===== src/rtl/csio_pkg.sv =====
package csio_pkg;

   // Settings captured at frame start
   typedef struct packed {
      logic clk_pol;    // 0: clock rests high, 1: clock rests low
      logic msb_first;  // 0: bit 0 first, 1: top bit first
      logic data_inv;   // 1: complement wire data both ways
   } csio_cfg_t;

   localparam int unsigned CSIO_EDGES_PER_BIT = 2;

endpackage


===== src/rtl/csio_baud.sv =====
module csio_baud #(
   parameter int unsigned DIV_W = 8
) (
   input  logic             clk,
   input  logic             rst_n,
   input  logic             run,
   input  logic [DIV_W-1:0] div_live,
   input  logic [DIV_W-1:0] div_hold,
   output logic             tick
);

   logic [DIV_W-1:0] cnt_q;

   // While idle the counter preloads, so the first edge comes a full half-period after start
   always_ff @(posedge clk or negedge rst_n) begin
      if (!rst_n) begin
         cnt_q <= '0;
      end else if (!run) begin
         cnt_q <= div_live;
      end else if (cnt_q == '0) begin
         cnt_q <= div_hold;
      end else begin
         cnt_q <= cnt_q - 1'b1;
      end
   end

   assign tick = run && (cnt_q == '0);

endmodule


===== src/rtl/csio_ctrl.sv =====
module csio_ctrl
   import csio_pkg::*;
#(
   parameter int unsigned FRAME_BITS = 8,
   parameter int unsigned DIV_W      = 8
) (
   input  logic             clk,
   input  logic             rst_n,
   input  logic             wr,
   input  csio_cfg_t        cfg_live,
   input  logic [DIV_W-1:0] div_live,
   input  logic             tick,
   output logic             busy,
   output csio_cfg_t        cfg_q,
   output logic [DIV_W-1:0] div_q,
   output logic             sclk,
   output logic             load,
   output logic             shift_en,
   output logic             sample_en,
   output logic             last
);

   localparam int unsigned EDGES = FRAME_BITS * CSIO_EDGES_PER_BIT;
   localparam int unsigned CNT_W = $clog2(EDGES);
   localparam logic [CNT_W-1:0] LAST_EDGE = CNT_W'(EDGES - 1);

   logic [CNT_W-1:0] edge_q;
   logic             lead;

   assign load      = wr && !busy;
   // Even edge index: launch edge; odd index: capture edge
   assign lead      = busy && tick && !edge_q[0];
   assign shift_en  = lead && (edge_q != '0);
   assign sample_en = busy && tick && edge_q[0];
   assign last      = sample_en && (edge_q == LAST_EDGE);

   always_ff @(posedge clk or negedge rst_n) begin
      if (!rst_n) begin
         busy   <= 1'b0;
         cfg_q  <= '0;
         div_q  <= '0;
         edge_q <= '0;
         sclk   <= 1'b1;
      end else if (load) begin
         busy   <= 1'b1;
         cfg_q  <= cfg_live;
         div_q  <= div_live;
         edge_q <= '0;
         sclk   <= ~cfg_live.clk_pol;
      end else if (busy) begin
         if (tick) begin
            edge_q <= edge_q + 1'b1;
            if (last) begin
               busy <= 1'b0;
               sclk <= ~cfg_q.clk_pol;
            end else begin
               sclk <= ~sclk;
            end
         end
      end else begin
         sclk <= ~cfg_live.clk_pol;
      end
   end

endmodule


===== src/rtl/csio_shift.sv =====
module csio_shift
   import csio_pkg::*;
#(
   parameter int unsigned FRAME_BITS = 8
) (
   input  logic                  clk,
   input  logic                  rst_n,
   input  logic                  load,
   input  logic [FRAME_BITS-1:0] load_data,
   input  csio_cfg_t             cfg_live,
   input  csio_cfg_t             cfg_q,
   input  logic                  shift_en,
   input  logic                  sample_en,
   input  logic                  last,
   input  logic                  sdi,
   output logic                  sdo,
   output logic [FRAME_BITS-1:0] rx_data,
   output logic                  rx_done
);

   logic [FRAME_BITS-1:0] tx_sr;
   logic [FRAME_BITS-2:0] rx_sr;
   logic [FRAME_BITS-1:0] load_rev;
   logic [FRAME_BITS-1:0] rx_next;
   logic [FRAME_BITS-1:0] rx_rev;
   logic                  rx_bit;

   // Bit-reversal networks for MSB-first frames
   for (genvar g = 0; g < FRAME_BITS; g++) begin : g_rev
      assign load_rev[g] = load_data[FRAME_BITS-1-g];
      assign rx_rev[g]   = rx_next[FRAME_BITS-1-g];
   end

   assign rx_bit  = sdi ^ cfg_q.data_inv;
   assign rx_next = {rx_bit, rx_sr};
   assign sdo     = tx_sr[0] ^ cfg_q.data_inv;

   // Transmit side: wire bit is always tx_sr[0]
   always_ff @(posedge clk or negedge rst_n) begin
      if (!rst_n) begin
         tx_sr <= '1;
      end else if (load) begin
         tx_sr <= cfg_live.msb_first ? load_rev : load_data;
      end else if (shift_en) begin
         tx_sr <= {1'b1, tx_sr[FRAME_BITS-1:1]};
      end
   end

   // Receive side: first captured bit ends up in bit 0 before reordering
   always_ff @(posedge clk or negedge rst_n) begin
      if (!rst_n) begin
         rx_sr   <= '0;
         rx_data <= '0;
         rx_done <= 1'b0;
      end else begin
         rx_done <= 1'b0;
         if (sample_en) begin
            rx_sr <= rx_next[FRAME_BITS-1:1];
         end
         if (last) begin
            rx_data <= cfg_q.msb_first ? rx_rev : rx_next;
            rx_done <= 1'b1;
         end
      end
   end

endmodule


===== src/rtl/csio_master.sv =====
module csio_master
   import csio_pkg::*;
#(
   parameter int unsigned DATA_W = 8,
   parameter int unsigned DIV_W  = 8
) (
   input  logic              clk,
   input  logic              rst_n,
   input  logic              cfg_clk_pol,
   input  logic              cfg_msb_first,
   input  logic              cfg_data_inv,
   input  logic [DIV_W-1:0]  cfg_div,
   input  logic              tx_wr,
   input  logic [DATA_W-1:0] tx_byte,
   output logic [DATA_W-1:0] rx_byte,
   output logic              rx_done,
   output logic              busy,
   output logic              sclk,
   output logic              sdo,
   input  logic              sdi
);

   if (DATA_W < 2) begin : g_bad_width
      $error("csio_master: DATA_W must be at least 2");
   end
   if (DIV_W < 1) begin : g_bad_div
      $error("csio_master: DIV_W must be at least 1");
   end

   csio_cfg_t        cfg_live;
   csio_cfg_t        cfg_q;
   logic [DIV_W-1:0] div_q;
   logic             tick;
   logic             load;
   logic             shift_en;
   logic             sample_en;
   logic             last;

   assign cfg_live = '{clk_pol: cfg_clk_pol, msb_first: cfg_msb_first, data_inv: cfg_data_inv};

   csio_baud #(.DIV_W(DIV_W)) u_baud (
      .clk      (clk),
      .rst_n    (rst_n),
      .run      (busy),
      .div_live (cfg_div),
      .div_hold (div_q),
      .tick     (tick)
   );

   csio_ctrl #(.FRAME_BITS(DATA_W), .DIV_W(DIV_W)) u_ctrl (
      .clk       (clk),
      .rst_n     (rst_n),
      .wr        (tx_wr),
      .cfg_live  (cfg_live),
      .div_live  (cfg_div),
      .tick      (tick),
      .busy      (busy),
      .cfg_q     (cfg_q),
      .div_q     (div_q),
      .sclk      (sclk),
      .load      (load),
      .shift_en  (shift_en),
      .sample_en (sample_en),
      .last      (last)
   );

   csio_shift #(.FRAME_BITS(DATA_W)) u_shift (
      .clk       (clk),
      .rst_n     (rst_n),
      .load      (load),
      .load_data (tx_byte),
      .cfg_live  (cfg_live),
      .cfg_q     (cfg_q),
      .shift_en  (shift_en),
      .sample_en (sample_en),
      .last      (last),
      .sdi       (sdi),
      .sdo       (sdo),
      .rx_data   (rx_byte),
      .rx_done   (rx_done)
   );

endmodule


===== config.mk =====
export PLATFORM = sky130hd
export DESIGN_NAME = csio_master
export DESIGN_NICKNAME = d
export VERILOG_FILES = /design/src/rtl/csio_pkg.sv /design/src/rtl/csio_baud.sv /design/src/rtl/csio_ctrl.sv /design/src/rtl/csio_shift.sv /design/src/rtl/csio_master.sv
export SDC_FILE = /design/constraint.sdc
export NUM_CORES = 1
export LEC_CHECK = 0
export BUFFER_PORTS_ARGS = -buffer_cell sky130_fd_sc_hd__buf_2
export CAP_MARGIN = 20
export CORE_MARGIN = 5
export CORE_UTILIZATION = 55
export CTS_BUF_LIST = sky130_fd_sc_hd__clkbuf_8
export DETAILED_ROUTE_END_ITERATION = 12
export PLACE_DENSITY = 0.75
export SLEW_MARGIN = 20
export SYNTH_ARGS = -nofsm -noshare
export SYNTH_HDL_FRONTEND = slang
export SYNTH_SLANG_ARGS = --single-unit
export TNS_END_PERCENT = 1

===== constraint.sdc =====
create_clock -name clk -period 2.6 [get_ports clk]
set_input_delay 0.39 -clock clk [delete_from_list [all_inputs] [get_ports clk]]
set_output_delay 0.39 -clock clk [all_outputs]
set_load 0.005 [all_outputs]

==> flow_summary.ini <==
[cells_and_area]
nNetsFinal = 295
layout_common_cells = 40 x dfrtp_1, 33 x buf_2, 32 x nand2_1, 21 x mux2_2, 17 x nor2_1
antenna_cells = 0
area_growth_pct = 14.8
final_common_cell = dfrtp_1
drive_gt1_share_pct = 31.6

[detailed_routing]
wl_um = 4470
dr.pass1.iters = 4
vias_per_cell = 5.56
ant_nets = 0
wl_per_cell_um = 13.9
num_vias = 1785
drt_iter0_markers = 103
route.detailed.drc = 0

[clock_tree]
clk_latency_ps = 300
cts_tree = done
h-tree-depth = 2
cts_root_buf = clkbuf_8
cts_repair_resize_count = 0
clockBufferDepth = 2
cts_buffers = 5
clock_sinks = 49
path_clk_slew_ps = 90
cts_setup_buffers = 0
ctsHoldBuffers = 0

[timing]
hold_viol = 0
rsz0062_at_grt = false
setup_viol = 0
fin_tns_setup_ps = 0
hold_ws_ps = 78.2
drv_slew = 0
tightest_slew_ps = 550
period_share_pct = 85.1
period_needed_ps = 2210
relSlewSlack_pct = 63.3
clock-skew-final_ps = 13.5
clock.fmax_ghz = 0.452

[floorplanning]
rows = 24
start_util_pct = 56.0
die_area_sq_mm = 0.00583
io_pins = 35
die_w_um = 76.4
core_area_sq_mm = 0.00432
die_y_um = 76.4

[yosys]
synth-main-ff-cell = dfrtp_1
syn_avg_cell_area_sq_um = 10.5
async_flop_share_pct = 100
yosys_warnings = 0
netlist_area_sq_mm = 0.00242
ys_ff_latch = 49
synth.distinct_cells = 41
syn_nets = 257
synth-edff-count = 0
synthCells = 230
seq_area_frac_synth_pct = 51.1

[hold_path]
hp-class = in -> async

[worst_setup_path]
slowest_stage = nor2_2
worstPathMaxFanout = 10
cp_data_arrival_time_ps = 2390
crit_buf_inv = 1
crit_type = reg -> reg
worstPathRequired_ps = 2780
path_delay_family = simple AND/OR/NAND/NOR gates
crit_path_start_kind = register
crit_path_end_kind = register
cp_cell_sequence = inv_1 -> ha_1 -> nor3b_1 -> nand2_1 -> nor2_2 -> mux2_2
cpPeakStageDelay_ps = 460

[global_route]
grt_usage_pct = 16.7
grt_first_pass_wirelength_um = 8160
grt_pass1_vias = 1763
antenna_found_initial = 0
grt_max_degree = 46
grt-ovfl-total = 0

[power_and_ir_drop]
design_power_total_mw = 1.73
pwr_density_cell_mw_per_mm2 = 621
ir_drop_mv = 0.358
p_leak_nw = 1.34

[run]
drv_cap = 0

[run_status]
status = completed

[place]
gp_congestion = 0.817
portBuffers = 34
dpl.hpwl_um = 3260
-- synthesized netlist by cell type, types with 2 or more instances --
| cell type | number | area (sq um) |
|---|---|---|
| inv_1 | 10 | 37.5 |
| nor2b_1 | 2 | 12.5 |
| nor3b_1 | 4 | 30.0 |
| xor2_1 | 3 | 26.3 |
| clkbuf_1 | 7 | 26.3 |
| nor2_1 | 17 | 63.8 |
| dfrtp_1 | 40 | 1000 |
| dfstp_2 | 9 | 236 |
| nand3_1 | 4 | 20.0 |
| o21ai_0 | 15 | 75.1 |
| nand2_1 | 32 | 120 |
| o22ai_1 | 4 | 25.0 |
| nor3_2 | 2 | 20.0 |
| mux2i_1 | 9 | 90.1 |
| a21oi_1 | 14 | 70.1 |
| mux2_2 | 21 | 236 |
| nor3_1 | 2 | 10.0 |
| xnor2_1 | 3 | 26.3 |
| a221o_1 | 7 | 70.1 |
| ha_1 | 4 | 50.1 |
-- layout make-up --
type                            instances  area, sq um
Tap cell                               52         65.1
Clock inverter                          3         43.8
Clock buffer                            5         68.8
Sequential cell                        49         1240
Timing Repair Buffer                   40          218
Fill cell                             376         1540
Inverter                               10         37.5
Multi-Input combinational cell        162         1110
-- stage by stage --
step	utilization, %	setup WS [ps]	std cells	cell area [sq um]
after floorplan	-	505	230	2420
after global placement	61.7	427	313	2670
after detailed placement	61.7	401	313	2670
after CTS	64.3	364	321	2780
after global routing	64.3	198	321	2780
final	64.3	389	321	2780
-- path summary, 6_finish.rpt --
| check | end | slack, ps | depth (start not counted) | from |
|---|---|---|---|---|
| hold reg to reg | u_ctrl.cfg_q[2]$_DFFE_PN0P_ | 480 | 2 | u_ctrl.cfg_q[2]$_DFFE_PN0P_ |
| hold / removal | u_baud.cnt_q[4]$_DFF_PN0_ | 80 | 1 | rst_n |
| setup / recovery | u_shift.rx_data[3]$_DFFE_PN0P_ | 390 | 6 | u_baud.cnt_q[0]$_DFF_PN0_ |
| min in group clk | u_ctrl.sclk$_DFFE_PN1P_ | 280 | 2 | cfg_clk_pol |
| max in group asynchronous | u_shift.tx_sr[1]$_DFFE_PN1P_ | 1940 | 2 | rst_n |
| setup reg to reg | u_shift.rx_data[3]$_DFFE_PN0P_ | 390 | 6 | u_baud.cnt_q[0]$_DFF_PN0_ |
-- metal layers --
layer	up-vias	wire length [um]	global-route usage [%]	part of all wire [%]
met5	-	0	0	0
met4	0	30	3.67	0.67
met3	4	237	4.14	5.3
met2	42	2050	26.5	46
met1	844	2150	23.3	48
li1	895	-	-	-
-- cells by family after synthesis --
logic type               count (synthesis)  synth area share, %
multiplexers                            30                 13.5
XOR/XNOR                                 6                 2.17
buffers and inverters                   19                 3.05
AND/OR/NAND/NOR                         73                 15.2
flip-flops                              49                 51.1
adder cells (fa/ha/maj)                  4                 2.07
AO/OA/AOI/OAI                           49                 13.0
-- sequential cells by signal, indices dropped and copies added (netlist names), 3 cells and up --
signal           flops
u_baud.cnt_q         8
u_ctrl.div_q         8
u_shift.rx_data      8
u_shift.tx_sr        8
u_shift.rx_sr        7
u_ctrl.edge_q        4
u_ctrl.cfg_q         3
-- power by group --
part           internal (mW)  switching [mW]
Clock                  0.288           0.247
Sequential             0.824          0.0856
Combinational          0.137           0.145
No activity file was read; power rests on OpenSTA's default activity.
